--- src/rtl/ilb_pkg.sv ---
package ilb_pkg;
   typedef enum logic [1:0] {
      ST_IDLE   = 2'd0,
      ST_FILL   = 2'd1,
      ST_SINGLE = 2'd2
   } ilb_state_e;
endpackage

--- src/rtl/ilb_qualify.sv ---
module ilb_qualify #(
   parameter int AW   = 32,
   parameter int TTW  = 2,
   parameter int OFFB = 4
) (
   input  logic            fb_enable,
   input  logic            req_instr,
   input  logic [TTW-1:0]  req_ttype,
   input  logic [AW-1:0]   req_addr,
   input  logic            buf_valid,
   input  logic [AW-OFFB-1:0] buf_tag,
   output logic            qual,
   output logic            hit
);
   localparam int TAGW = AW - OFFB;

   logic normal_tt;
   logic tag_eq;

   assign normal_tt = (req_ttype == '0);
   assign qual      = fb_enable & req_instr & normal_tt;
   assign tag_eq    = (req_addr[AW-1:OFFB] == buf_tag[TAGW-1:0]);
   assign hit       = qual & buf_valid & tag_eq;
endmodule

--- src/rtl/ilb_line_store.sv ---
module ilb_line_store #(
   parameter int DW    = 32,
   parameter int WORDS = 4,
   parameter int TAGW  = 28
) (
   input  logic                     clk,
   input  logic                     rst_n,
   input  logic                     wr_en,
   input  logic [$clog2(WORDS)-1:0] wr_idx,
   input  logic [DW-1:0]            wr_data,
   input  logic                     fill_start,
   input  logic [TAGW-1:0]          fill_tag,
   input  logic                     fill_done,
   input  logic                     inval,
   input  logic [$clog2(WORDS)-1:0] rd_idx,
   output logic [DW-1:0]            rd_data,
   output logic                     buf_valid,
   output logic [TAGW-1:0]          buf_tag
);
   localparam int WIDX = $clog2(WORDS);

   logic [DW-1:0] word_q [WORDS];

   for (genvar i = 0; i < WORDS; i++) begin : g_word
      logic [DW-1:0] q;
      always_ff @(posedge clk or negedge rst_n) begin
         if (!rst_n)
            q <= '0;
         else if (wr_en && (wr_idx == WIDX'(i)))
            q <= wr_data;
      end
      assign word_q[i] = q;
   end

   assign rd_data = word_q[rd_idx];

   always_ff @(posedge clk or negedge rst_n) begin
      if (!rst_n) begin
         buf_valid <= 1'b0;
         buf_tag   <= '0;
      end else begin
         if (fill_start)
            buf_tag <= fill_tag;
         if (inval || fill_start)
            buf_valid <= 1'b0;
         else if (fill_done)
            buf_valid <= 1'b1;
      end
   end

   a_r8_inval_clears: assert property (@(posedge clk) disable iff (!rst_n)
      inval |=> !buf_valid);

   a_r7_fill_drops_old: assert property (@(posedge clk) disable iff (!rst_n)
      fill_start |=> !buf_valid);
endmodule

--- src/rtl/ilb_sequencer.sv ---
module ilb_sequencer
   import ilb_pkg::*;
#(
   parameter int AW        = 32,
   parameter int DW        = 32,
   parameter int WORDS     = 4,
   parameter bit WRAP_FILL = 1'b1
) (
   input  logic                     clk,
   input  logic                     rst_n,
   input  logic                     req_valid,
   input  logic [AW-1:0]            req_addr,
   input  logic                     qual,
   input  logic                     hit,
   input  logic                     inval,
   input  logic                     bus_ack,
   input  logic [DW-1:0]            bus_rdata,
   input  logic [DW-1:0]            buf_rdata,
   output logic                     req_ready,
   output logic                     rsp_valid,
   output logic [DW-1:0]            rsp_data,
   output logic                     bus_req,
   output logic                     bus_burst,
   output logic [AW-1:0]            bus_addr,
   output logic                     st_wr_en,
   output logic [$clog2(WORDS)-1:0] st_wr_idx,
   output logic [DW-1:0]            st_wr_data,
   output logic                     fill_start,
   output logic [AW-$clog2(WORDS)-$clog2(DW/8)-1:0] fill_tag,
   output logic                     fill_done,
   output logic [$clog2(WORDS)-1:0] rd_idx
);
   localparam int BYTEB = $clog2(DW/8);
   localparam int WIDX  = $clog2(WORDS);
   localparam int OFFB  = WIDX + BYTEB;

   ilb_state_e      state_q;
   logic [AW-1:0]   addr_q;
   logic [WIDX-1:0] word_q;
   logic [WIDX-1:0] crit_q;
   logic [WIDX-1:0] beat_cnt;
   logic            kill_q;
   logic [WIDX-1:0] req_word;
   logic [WIDX-1:0] start_word;
   logic            accept;
   logic            beat;
   logic            last_beat;

   assign req_word = req_addr[OFFB-1:BYTEB];

   if (WRAP_FILL) begin : g_crit_first
      assign start_word = req_word;
   end else begin : g_linear
      assign start_word = '0;
   end

   assign req_ready  = (state_q == ST_IDLE) && !rsp_valid;
   assign accept     = req_valid && req_ready;
   assign rd_idx     = req_word;
   assign fill_start = accept && qual && !hit;
   assign fill_tag   = req_addr[AW-1:OFFB];

   assign bus_req    = (state_q != ST_IDLE);
   assign bus_burst  = (state_q == ST_FILL);
   assign bus_addr   = bus_burst ? {addr_q[AW-1:OFFB], word_q, {BYTEB{1'b0}}} : addr_q;

   assign beat       = bus_req && bus_ack;
   assign last_beat  = (beat_cnt == WIDX'(WORDS - 1));
   assign st_wr_en   = bus_burst && beat;
   assign st_wr_idx  = word_q;
   assign st_wr_data = bus_rdata;
   assign fill_done  = st_wr_en && last_beat && !kill_q && !inval;

   always_ff @(posedge clk or negedge rst_n) begin
      if (!rst_n) begin
         state_q   <= ST_IDLE;
         addr_q    <= '0;
         word_q    <= '0;
         crit_q    <= '0;
         beat_cnt  <= '0;
         kill_q    <= 1'b0;
         rsp_valid <= 1'b0;
         rsp_data  <= '0;
      end else begin
         rsp_valid <= 1'b0;
         case (state_q)
            ST_IDLE: begin
               if (accept) begin
                  addr_q   <= req_addr;
                  word_q   <= start_word;
                  crit_q   <= req_word;
                  beat_cnt <= '0;
                  kill_q   <= inval;
                  if (hit) begin
                     rsp_valid <= 1'b1;
                     rsp_data  <= buf_rdata;
                  end else if (qual) begin
                     state_q <= ST_FILL;
                  end else begin
                     state_q <= ST_SINGLE;
                  end
               end
            end
            ST_FILL: begin
               if (inval)
                  kill_q <= 1'b1;
               if (beat) begin
                  word_q   <= word_q + 1'b1;
                  beat_cnt <= beat_cnt + 1'b1;
                  if (word_q == crit_q) begin
                     rsp_valid <= 1'b1;
                     rsp_data  <= bus_rdata;
                  end
                  if (last_beat)
                     state_q <= ST_IDLE;
               end
            end
            ST_SINGLE: begin
               if (beat) begin
                  rsp_valid <= 1'b1;
                  rsp_data  <= bus_rdata;
                  state_q   <= ST_IDLE;
               end
            end
            default: state_q <= ST_IDLE;
         endcase
      end
   end

   a_r4_burst_length: assert property (@(posedge clk) disable iff (!rst_n)
      (bus_burst && bus_ack && (beat_cnt == WIDX'(WORDS - 1))) |=> !bus_req);

   a_r5_single_pulse: assert property (@(posedge clk) disable iff (!rst_n)
      rsp_valid |=> !rsp_valid);

   a_r9_single_beat: assert property (@(posedge clk) disable iff (!rst_n)
      (bus_req && !bus_burst && bus_ack) |=> (!bus_req && rsp_valid));
endmodule

--- src/rtl/ifetch_nc_linebuf.sv ---
module ifetch_nc_linebuf #(
   parameter int AW        = 32,
   parameter int DW        = 32,
   parameter int WORDS     = 4,
   parameter int TTW       = 2,
   parameter bit WRAP_FILL = 1'b1
) (
   input  logic           clk,
   input  logic           rst_n,
   input  logic           fb_enable,
   input  logic           inval_all,
   input  logic           req_valid,
   output logic           req_ready,
   input  logic [AW-1:0]  req_addr,
   input  logic           req_instr,
   input  logic [TTW-1:0] req_ttype,
   output logic           rsp_valid,
   output logic [DW-1:0]  rsp_data,
   output logic           bus_req,
   output logic           bus_burst,
   output logic [AW-1:0]  bus_addr,
   input  logic           bus_ack,
   input  logic [DW-1:0]  bus_rdata
);
   localparam int BYTEB = $clog2(DW/8);
   localparam int WIDX  = $clog2(WORDS);
   localparam int OFFB  = WIDX + BYTEB;
   localparam int TAGW  = AW - OFFB;

   if (WORDS < 2 || (WORDS & (WORDS - 1)) != 0) begin : g_bad_words
      $error("WORDS must be a power of two, at least 2");
   end
   if (DW < 16 || (DW % 8) != 0 || ((DW / 8) & (DW / 8 - 1)) != 0) begin : g_bad_dw
      $error("DW must be a power-of-two number of bytes, at least 16 bits");
   end
   if (TAGW < 1 || TTW < 1) begin : g_bad_aw
      $error("AW too small for the line size, or TTW is zero");
   end

   logic            qual;
   logic            hit;
   logic            buf_valid;
   logic [TAGW-1:0] buf_tag;
   logic [DW-1:0]   buf_rdata;
   logic            st_wr_en;
   logic [WIDX-1:0] st_wr_idx;
   logic [DW-1:0]   st_wr_data;
   logic            fill_start;
   logic [TAGW-1:0] fill_tag;
   logic            fill_done;
   logic [WIDX-1:0] rd_idx;

   ilb_qualify #(.AW(AW), .TTW(TTW), .OFFB(OFFB)) u_qual (
      .fb_enable (fb_enable),
      .req_instr (req_instr),
      .req_ttype (req_ttype),
      .req_addr  (req_addr),
      .buf_valid (buf_valid),
      .buf_tag   (buf_tag),
      .qual      (qual),
      .hit       (hit)
   );

   ilb_line_store #(.DW(DW), .WORDS(WORDS), .TAGW(TAGW)) u_store (
      .clk        (clk),
      .rst_n      (rst_n),
      .wr_en      (st_wr_en),
      .wr_idx     (st_wr_idx),
      .wr_data    (st_wr_data),
      .fill_start (fill_start),
      .fill_tag   (fill_tag),
      .fill_done  (fill_done),
      .inval      (inval_all),
      .rd_idx     (rd_idx),
      .rd_data    (buf_rdata),
      .buf_valid  (buf_valid),
      .buf_tag    (buf_tag)
   );

   ilb_sequencer #(.AW(AW), .DW(DW), .WORDS(WORDS), .WRAP_FILL(WRAP_FILL)) u_seq (
      .clk        (clk),
      .rst_n      (rst_n),
      .req_valid  (req_valid),
      .req_addr   (req_addr),
      .qual       (qual),
      .hit        (hit),
      .inval      (inval_all),
      .bus_ack    (bus_ack),
      .bus_rdata  (bus_rdata),
      .buf_rdata  (buf_rdata),
      .req_ready  (req_ready),
      .rsp_valid  (rsp_valid),
      .rsp_data   (rsp_data),
      .bus_req    (bus_req),
      .bus_burst  (bus_burst),
      .bus_addr   (bus_addr),
      .st_wr_en   (st_wr_en),
      .st_wr_idx  (st_wr_idx),
      .st_wr_data (st_wr_data),
      .fill_start (fill_start),
      .fill_tag   (fill_tag),
      .fill_done  (fill_done),
      .rd_idx     (rd_idx)
   );

   a_r6_hit_no_bus: assert property (@(posedge clk) disable iff (!rst_n)
      (req_valid && req_ready && hit) |=> (rsp_valid && !bus_req));

   a_r1_disabled_no_burst: assert property (@(posedge clk) disable iff (!rst_n)
      (req_valid && req_ready && !fb_enable) |=> !bus_burst);

   a_r2_data_no_burst: assert property (@(posedge clk) disable iff (!rst_n)
      (req_valid && req_ready && !req_instr) |=> !bus_burst);
endmodule

--- config.mk ---
export PLATFORM = sky130hd
export DESIGN_NAME = ifetch_nc_linebuf
export DESIGN_NICKNAME = d
export VERILOG_FILES = /design/src/rtl/ilb_pkg.sv /design/src/rtl/ilb_qualify.sv /design/src/rtl/ilb_line_store.sv /design/src/rtl/ilb_sequencer.sv /design/src/rtl/ifetch_nc_linebuf.sv
export SDC_FILE = /design/constraint.sdc
export NUM_CORES = 1
export LEC_CHECK = 0
export BUFFER_PORTS_ARGS = -buffer_cell sky130_fd_sc_hd__buf_2
export CAP_MARGIN = 20
export CORE_ASPECT_RATIO = 2
export CORE_UTILIZATION = 25
export DETAILED_ROUTE_END_ITERATION = 8
export SYNTH_ARGS = -nofsm -noshare
export SYNTH_HDL_FRONTEND = slang
export SYNTH_SLANG_ARGS = --single-unit
export TNS_END_PERCENT = 100
--- constraint.sdc ---
create_clock -name clk -period 3.9 [get_ports clk]
set_input_delay 0.585 -clock clk [delete_from_list [all_inputs] [get_ports clk]]
set_output_delay 0.585 -clock clk [all_outputs]
set_load 0.02 [all_outputs]
==> impl_metrics.tcl, run 1 <==
set metrics [dict create \
    finalHoldWorstSlack_ns 0.0984 \
    vias 6032 \
    post-cts-setup-buffers 0 \
    grt.total_usage 0.118 \
    yosys_most_used_dff "dfrtp_1" \
    crit_fanout 22 \
    fin_skew_ns 0.0104 \
    p_leak_nw 5.96 \
    hold_viol 0 \
    final_nets 888 \
    first_global_vias 6619 \
    critPathBufInv 2 \
    synth_most_common_cell "mux2_2" \
    die_x_um 147 \
    final.setup.tns_ns 0 \
    slew-limit-headroom 0.285 \
    ant_nets 0 \
    antenna_cells 0 \
    cp_cell_sequence "inv_1 > ha_2 > nor2b_1 > nand2_2 > nor3_4 > buf_4 > mux2_2" \
    synth_top_area_share 0.544 \
    clk_latency_ns 0.53 \
    drc 0 \
    slew_violations 0 \
    dr.pass1.iters 4 \
    place_congestion 0.799 \
    coreArea_mm2 0.0416 \
    hold_buffers 0 \
    crit_slowest_cell "nor3_4" \
    synth-seq-cells 229 \
    critPathTopFamily "simple AND/OR/NAND/NOR gates" \
    tightest_slew_ns 1.07 \
    cts_sinks 229 \
    peakVddDrop_v 0.000476 \
    start_kind "flop" \
    crit_type "reg -> reg" \
    postSynth.asyncResetShare 1.00 \
    cts_root_buf "clkbuf_16" \
    grt_overflow_total 0 \
    synth_top_area_cell "dfrtp_1" \
    critical-path-max-stage-delay_ns 0.76 \
    avgSynthCellArea_um2 15.1 \
    reg2reg_slack_ns 0.83 \
    synth_warnings 0 \
    grt_max_degree 100 \
    endpoint_kind "flop" \
    die_y_um 292 \
    hpwl_um 16500 \
    hp-class "in -> async" \
    synth_edf_count 0 \
    drt_wl_total_um 24800 \
    drive_above_1_share 0.587 \
    viasPerCell 4.42 \
    drv_cap 0 \
    clk_path_buf_depth 3 \
    core.rowCount 106 \
    cts_tree "yes" \
    antenna_found_initial 1 \
    syn_area_mm2 0.0105 \
    syn_inst 697 \
    drtIter0Drc 143 \
    min_period_over_period 0.787 \
    dieArea_mm2 0.0430 \
    finalSetupViolCount 0 \
    fmax_mhz 326 \
    seq_area_frac_synth 0.544 \
    io_pins 141 \
    ys_top_cells_by_area "dfrtp_1 (54%), mux2_2 (26%), mux4_2 (6.8%)" \
    wire_per_inst_um 18.2 \
    grt_pass1_wl_um 39000 \
    crit_arrival_ns 3.48 \
    cts_buffers 24 \
    ys_types 38 \
    p_per_area_mw_per_mm2 699 \
    outcome "finished clean" \
    syn_nets 779 \
    rsz0062_at_grt "no" \
    synthToLayoutAreaGrowth_pct 18.7 \
    worstPathRequired_ns 4.31 \
    min_period_ns 3.07 \
    htreeDepth 1 \
    start_util 0.253 \
    path_clk_slew_ns 0.07 \
    port_buffers 140 \
    netlist_top_cells_count "mux2_2 (245), dfrtp_1 (229), mux4_2 (32)" \
    cts_resized 0 \
]
stage by stage:
stage,utilization,power (mW),setup WS [ns],area (µm²),std cells
6_report,0.300,8.74,0.831,12500,1364
5_1_grt,0.300,9.24,0.565,12500,1364
4_1_cts,0.300,8.93,0.761,12500,1364
3_5_place_dp,0.280,6.42,0.797,11700,1320
3_3_place_gp,0.280,6.33,0.918,11700,1320
2_1_floorplan,-,5.69,1.36,10500,697
worst paths after layout:
| check | from | end | cells after the start |
|---|---|---|---|
| hold reg to reg | u_seq.addr_q[1]$_DFFE_PN0P_ | u_seq.addr_q[1]$_DFFE_PN0P_ | 1 |
| hold / removal | rst_n | u_seq.rsp_data[18]$_DFFE_PN0P_ | 1 |
| setup reg to reg | u_seq.state_q[0]$_DFFE_PN0P_ | u_store.buf_tag[13]$_DFFE_PN0P_ | 7 |
| min in group clk | inval_all | u_store.buf_valid$_DFFE_PN0P_ | 2 |
| max in group asynchronous | rst_n | u_seq.addr_q[31]$_DFFE_PN0P_ | 2 |
| setup / recovery | u_seq.state_q[0]$_DFFE_PN0P_ | u_store.buf_tag[13]$_DFFE_PN0P_ | 7 |
layout make-up:
cell class              instances  area (µm²)
well taps                     540         676
clock inverters                12         155
clock buffers                  32         692
multi-input cells             397        4440
flip-flops and latches        229        5730
fillers                      4194       29100
inverters                       7        26.3
repair buffers                147         788
placed cells by master (no fill, tap or decap), drive strengths merged, types with 5 or more instances in the layout:
cell type  synthesis  routed
dfrtp            229     229
nand2             16      16
mux4              32      32
nor3               5       5
mux2             254     254
nand4              9       9
clkinv             0       7
clkbuf            11      32
buf               53     147
xnor2             28      28
ha                 9       9
inv                7       7
o21ai              7       7
nor2               6       6
flip-flops by register name, indices dropped and copies added, names as in the netlist:
signal and count:
u_seq.addr_q 31, u_seq.beat_cnt 2, u_seq.crit_q 1, u_seq.kill_q 1
u_seq.rsp_data 32, u_seq.rsp_valid 1, u_seq.st_wr_idx 2, u_seq.state_q 2
u_store.buf_tag 28, u_store.buf_valid 1, u_store.g_word.q 128
where the power goes:
part	leakage, nW	internal, mW	total (mW)	switching [mW]
combinational	2.51	1.41	2.78	1.37
sequential	3.04	3.13	3.52	0.391
clock	0.411	1.45	2.45	0.994
total	5.96	5.99	8.74	2.76
logic make-up after synthesis:
family                   after synthesis  share of synthesized area
XOR/XNOR                              31                     0.0258
multiplexers                         287                      0.344
flip-flops                           229                      0.544
AND/OR/NAND/NOR                       50                     0.0266
AO/OA/AOI/OAI                         20                     0.0121
adder cells (fa/ha/maj)                9                     0.0107
buffers and inverters                 71                     0.0370
routing by layer:
layer,GRT usage,share of wire,vias up
met1,0.126,0.38,3150
met4,0.0432,0.027,2
met5,0,0.00032,-
met2,0.229,0.56,121
li1,-,-,2716
met3,0.0168,0.037,43
(Power assumes the default switching activity.)
==> run 2: changes to the inputs <==
==> constraint.sdc (replaced) <==
create_clock -name clk -period 3.2 [get_ports clk]
set_input_delay 0.48 -clock clk [delete_from_list [all_inputs] [get_ports clk]]
set_output_delay 0.48 -clock clk [all_outputs]
set_load 0.02 [all_outputs]
==> run 2 against run 1 <==
Fmax rose by 16%. Critical path depth did not move. Cell count rose by 0.81%. Die area did not move. Setup slack got worse by 0.28 ns. Largest power group unchanged. Highest routed layer unchanged. Power rose by 18%.
==> impl_metrics.tcl, run 2 (synthesized netlist as in run 1, its figures left out) <==
set metrics [dict create \
    start_kind "flop" \
    drt_wl_total_um 24900 \
    multi_input_comb_area_mm2 0.00444 \
    seq_area_mm2 0.00573 \
    viasPerCell 4.44 \
    p_per_area_mw_per_mm2 826 \
    tightest_slew_ns 0.820 \
    crit_arrival_ns 3.05 \
    hpwl_um 16900 \
    cts_sinks 229 \
    min_period_over_period 0.827 \
    die_y_um 292 \
    largest_reg_flops 128 \
    reg2reg_slack_ns 0.55 \
    hold_buffers 1 \
    hold_depth 2 \
    clk_path_buf_depth 3 \
    ant_nets 0 \
    rsz0062_at_grt "no" \
    wire_per_inst_um 18.1 \
    fillers 4244 \
    peakVddDrop_v 0.000429 \
    final_nets 901 \
    vias 6108 \
    final.setup.tns_ns 0 \
    grt_pass1_wl_um 39600 \
    top_register "u_store.g_word.q" \
    hp-class "in -> reg" \
    cts_resized 0 \
    fin_skew_ns 0.0100 \
    min_period_ns 2.65 \
    crit_type "reg -> reg" \
    io_pins 141 \
    first_global_vias 6883 \
    p_leak_nw 5.97 \
    die_x_um 147 \
    drive_above_1_share 0.584 \
    r2r_end "u_store.buf_tag[2]$_DFFE_PN0P_" \
    antenna_found_initial 2 \
    slew-limit-headroom 0.454 \
    worst_slack_ns 0.554 \
    r2r_start "u_seq.state_q[0]$_DFFE_PN0P_" \
    endpoint_kind "flop" \
    coreArea_mm2 0.0416 \
    cts_buffers 23 \
    final_cell_mix "mux2_2 (245), dfrtp_1 (229), buf_2 (139)" \
    cts_root_buf "clkbuf_16" \
    antenna_cells 0 \
    grt.total_usage 0.120 \
    dr.pass1.iters 4 \
    mostFrequentLayoutCell "mux2_2" \
    post-cts-setup-buffers 0 \
    slew_violations 0 \
    place_congestion 0.804 \
    grt_max_degree 91 \
    port_buffers 140 \
    grt_overflow_total 0 \
    start_util 0.253 \
    drc 0 \
    min-delay-start "inval_all" \
    post-route-util 0.300 \
    cts_tree "yes" \
    drtIter0Drc 105 \
    path_clk_slew_ns 0.06 \
    fmax_mhz 378 \
    drv_cap 0 \
    dp_slack_ns 0.499 \
    min_to "u_store.buf_valid$_DFFE_PN0P_" \
    worstPathRequired_ns 3.61 \
    synthToLayoutAreaGrowth_pct 18.7 \
    finalPower_mw 10.3 \
    htreeDepth 1 \
    finalSetupViolCount 0 \
    dieArea_mm2 0.0430 \
    reg_top3 "u_store.g_word.q: 128 flops, u_seq.rsp_data: 32 flops, u_seq.addr_q: 31 flops" \
    hold_viol 0 \
    clk_latency_ns 0.52 \
    core.rowCount 106 \
    crit_fanout 18 \
    outcome "finished clean" \
    r2r_cells 7 \
]
[run 2: cell types whose count changed in the layout (fill, tap and decap cells not counted), sizes merged, moves of 3 or more]
cell	delta
buf	+13
bufinv	-3
clkbuf	+5
clkinv	-5
[run 2: final cells by class]
type                       count  area share
multi-input combinational    397       0.355
sequential                   229       0.458
clock buffer                  37      0.0542
tap                          540      0.0540
timing repair buffer         161      0.0746
inverter                       7     0.00210
clock inverter                 4     0.00240
[run 2: worst max path at each step]
| stage | from | end | slack (ns) | cells after the start |
|---|---|---|---|---|
| floorplan | req_ttype[0] | u_store.buf_tag[18]$_DFFE_PN0P_ | 0.77 | 8 |
| global placement | req_addr[28] | u_store.buf_tag[19]$_DFFE_PN0P_ | 0.51 | 8 |
| detailed placement | req_addr[16] | u_store.buf_tag[18]$_DFFE_PN0P_ | 0.50 | 8 |
| CTS | u_seq.state_q[1]$_DFFE_PN0P_ | bus_addr[2] | 0.50 | 5 |
| global route | u_seq.state_q[0]$_DFFE_PN0P_ | u_store.buf_tag[1]$_DFFE_PN0P_ | 0.38 | 7 |
| finish | u_seq.state_q[0]$_DFFE_PN0P_ | u_store.buf_tag[2]$_DFFE_PN0P_ | 0.55 | 7 |
[run 2: metal layers]
layer  up-vias  GRT usage  wire (µm)
li1       2738          -          -
met1      3203      0.131       9590
met2       124      0.228      13700
met3        41     0.0182        994
met4         2     0.0417        632
met5         -          0         13
[run 2: worst max-delay path, stage by stage (launching register included)]
cell and delay, ns:
dfrtp_1 0.43, inv_1 0.13, ha_2 0.26, nor2b_1 0.24
nand2_2 0.24, nor3_4 0.63, buf_12 0.26, mux2_2 0.34
[run 2: power by group]
group          total, mW  leakage [nW]  switching, mW  internal (mW)
clock network       2.60         0.343           1.15           1.45
logic               3.43          2.58           1.67           1.76
registers           4.31          3.04          0.494           3.81
[run 2: per-stage QoR]
step           cells  instance area [µm²]  hold WS, ns
4_1_cts         1375                12500        0.115
3_5_place_dp    1333                11800        0.487
2_1_floorplan    697                10500        0.184
3_3_place_gp    1333                11800        0.481
5_1_grt         1375                12500        0.133
6_report        1375                12500        0.154
==> run 3: changes to the inputs <==
--- a/config.mk
+++ b/config.mk
@@ -5,6 +5,7 @@
 export SDC_FILE = /design/constraint.sdc
 export NUM_CORES = 1
 export LEC_CHECK = 0
+export ABC_AREA = 1
 export BUFFER_PORTS_ARGS = -buffer_cell sky130_fd_sc_hd__buf_2
 export CAP_MARGIN = 20
 export CORE_ASPECT_RATIO = 2
==> constraint.sdc (replaced) <==
create_clock -name clk -period 2.7 [get_ports clk]
set_input_delay 0.405 -clock clk [delete_from_list [all_inputs] [get_ports clk]]
set_output_delay 0.405 -clock clk [all_outputs]
set_load 0.02 [all_outputs]
==> run 3 against run 2 <==
Combinational power is 45% higher. Clock power rose by 34%. Non-clock buffer count rose by 11. Critical path depth down 1. Cell count up 48%. Power up 32%. First-iteration DRC count rose to 4.9 times the previous value. Critical path type is now reg -> out. Critical endpoint is now bus_addr[2]. Highest routed layer unchanged.
==> impl_metrics.tcl, run 3 <==
set metrics [dict create \
    outcome "finished clean" \
    clkPwrFrac 0.254 \
    finalHoldWorstSlack_ns 0.0698 \
    place_congestion 0.967 \
    final_nets 1548 \
    vias 9469 \
    fmax_mhz 399 \
    syn_inst 1374 \
    synth_edf_count 0 \
    start_util 0.253 \
    core.rowCount 108 \
    netlist_top_cells_count "nand2_1 (433), dfrtp_1 (229), o21ai_0 (223)" \
    mostFrequentLayoutCell "nand2_1" \
    hpwl_um 23400 \
    synth-seq-cells 229 \
    cts_root_buf "clkbuf_16" \
    io_pins 141 \
    post-cts-setup-buffers 0 \
    p_leak_nw 6.47 \
    power_frac_comb 0.363 \
    ys_top_cells_by_area "dfrtp_1 (52%), nand2_1 (15%), o21ai_0 (10%)" \
    drt_wl_total_um 33300 \
    ant_nets 0 \
    viasPerCell 4.66 \
    antenna_cells 0 \
    grt.total_usage 0.151 \
    postSynth.asyncResetShare 1.00 \
    reg_top3 "u_store.g_word.q: 128 flops, u_seq.rsp_data: 32 flops, u_seq.addr_q: 31 flops" \
    cts_tree "yes" \
    clk_latency_ns 0.54 \
    antenna_found_initial 2 \
    hold_depth 3 \
    worstPathRequired_ns 2.30 \
    swShare 0.388 \
    clk_path_buf_depth 3 \
    grt_overflow_total 0 \
    slew-limit-headroom 0.510 \
    cts_buffers 22 \
    min_period_over_period 0.929 \
    dp_slack_ns 0.314 \
    cts_resized 0 \
    drtIter0Drc 511 \
    drive_above_1_share 0.149 \
    synthToLayoutAreaGrowth_pct 18.4 \
    p_per_area_mw_per_mm2 1060 \
    grt_max_degree 84 \
    path_clk_slew_ns 0.07 \
    hp-class "in -> reg" \
    finalSetupViolCount 0 \
    dr.pass1.iters 7 \
    final_cell_mix "nand2_1 (428), dfrtp_1 (229), o21ai_0 (223)" \
    fin_skew_ns 0.0249 \
    rsz0062_at_grt "no" \
    crit_arrival_ns 2.10 \
    syn_area_mm2 0.0109 \
    ys_types 33 \
    syn_nets 1456 \
    wire_per_inst_um 16.4 \
    coreArea_mm2 0.0432 \
    peakVddDrop_v 0.000619 \
    slew_violations 0 \
    dieArea_mm2 0.0446 \
    worst_slack_ns 0.193 \
    largest_reg_flops 128 \
    post-route-util 0.299 \
    top_register "u_store.g_word.q" \
    synth_top_area_share 0.524 \
    avgSynthCellArea_um2 7.95 \
    htreeDepth 1 \
    die_x_um 150 \
    final.setup.tns_ns 0 \
    port_buffers 140 \
    endpoint_kind "primary output" \
    synth_warnings 0 \
    fillers 4618 \
    drc 0 \
    min_period_ns 2.51 \
    cts_sinks 229 \
    die_y_um 298 \
    hold_viol 0 \
    yosys_most_used_dff "dfrtp_1" \
    synth_most_common_cell "nand2_1" \
    pwr-share-seq 0.383 \
    seq_area_frac_synth 0.524 \
    first_global_vias 9530 \
    p_sw_mw 5.31 \
    crit_type "reg -> out" \
    synth_top_area_cell "dfrtp_1" \
    crit_fanout 11 \
    start_kind "flop" \
    drv_cap 0 \
    p_int_mw 8.38 \
    r2r_cells 8 \
    tightest_slew_ns 0.735 \
    grt_pass1_wl_um 51900 \
]
[run 3: metrics by stage]
step                power, mW  instance area (µm²)  std cells
floorplan                8.73                10900       1374
global placement         10.2                12100       1991
detailed placement       10.3                12100       1991
CTS                      13.9                12900       2031
global route             14.7                12900       2031
finish                   13.7                12900       2031
[run 3: cell type report]
class / instances / area [µm²] / share of cell area
sequential: 229 / 5730 / 0.443
clock buffer: 30 / 621 / 0.0480
multi-input combinational: 935 / 4300 / 0.332
inverter: 106 / 398 / 0.0308
timing repair buffer: 172 / 1020 / 0.0785
tap: 550 / 688 / 0.0532
clock inverter: 9 / 186 / 0.0144
[run 3: kinds of logic after synthesis]
family                   Yosys count  synth area share
AND/OR/NAND/NOR                  616             0.225
flip-flops                       229             0.524
XOR/XNOR                           7           0.00561
adder cells (fa/ha/maj)            9            0.0103
buffers and inverters            210            0.0839
AO/OA/AOI/OAI                    303             0.151
[run 3: what timing repair did]
action	4_1_cts	5_1_grt
hold endpoints to repair	76	0
endpoints found under the setup margin	0	0
hold buffers	1	0
[run 3: layer usage]
metal	track usage	up-vias	routed length, µm	part of all wire
met3	0.0208	78	1590	0.048
met5	0	-	23	0.00069
li1	-	4574	-	-
met2	0.282	285	17900	0.54
met4	0.0914	4	1900	0.057
met1	0.154	4528	11900	0.36
[run 3: path summary, 6_finish.rpt]
kind | endpoint | slack, ns | startpoint
max | bus_addr[2] | 0.19 | u_seq.state_q[1]$_DFFE_PN0P_
min | u_seq.addr_q[0]$_DFFE_PN0P_ | 0.07 | req_addr[0]
max reg2reg | u_store.g_word[1].q[9]$_DFFE_PN0P_ | 0.33 | u_seq.state_q[1]$_DFFE_PN0P_
min reg2reg | u_seq.rsp_data[2]$_DFFE_PN0P_ | 0.47 | u_seq.rsp_data[2]$_DFFE_PN0P_
max in group asynchronous | u_store.buf_tag[16]$_DFFE_PN0P_ | 1.47 | rst_n
min in group asynchronous | u_store.g_word[3].q[6]$_DFFE_PN0P_ | 0.45 | rst_n
[run 3: power groups by stage]
stage / registers, mW / clock network (mW) / logic (mW)
global route: 5.39 / 3.72 / 5.57
CTS: 5.24 / 3.60 / 5.03
global placement: 5.25 / 0 / 4.93
detailed placement: 5.29 / 0 / 5.02
finish: 5.24 / 3.48 / 4.96
floorplan: 5.40 / 0 / 3.33
[run 3: worst max-delay path, stage by stage, from the launching register on]
cell,delay (ns)
dfrtp_1,0.41
inv_1,0.09
ha_1,0.47
inv_1,0.22
nor2_1,0.16
a21oi_1,0.06
buf_2,0.17
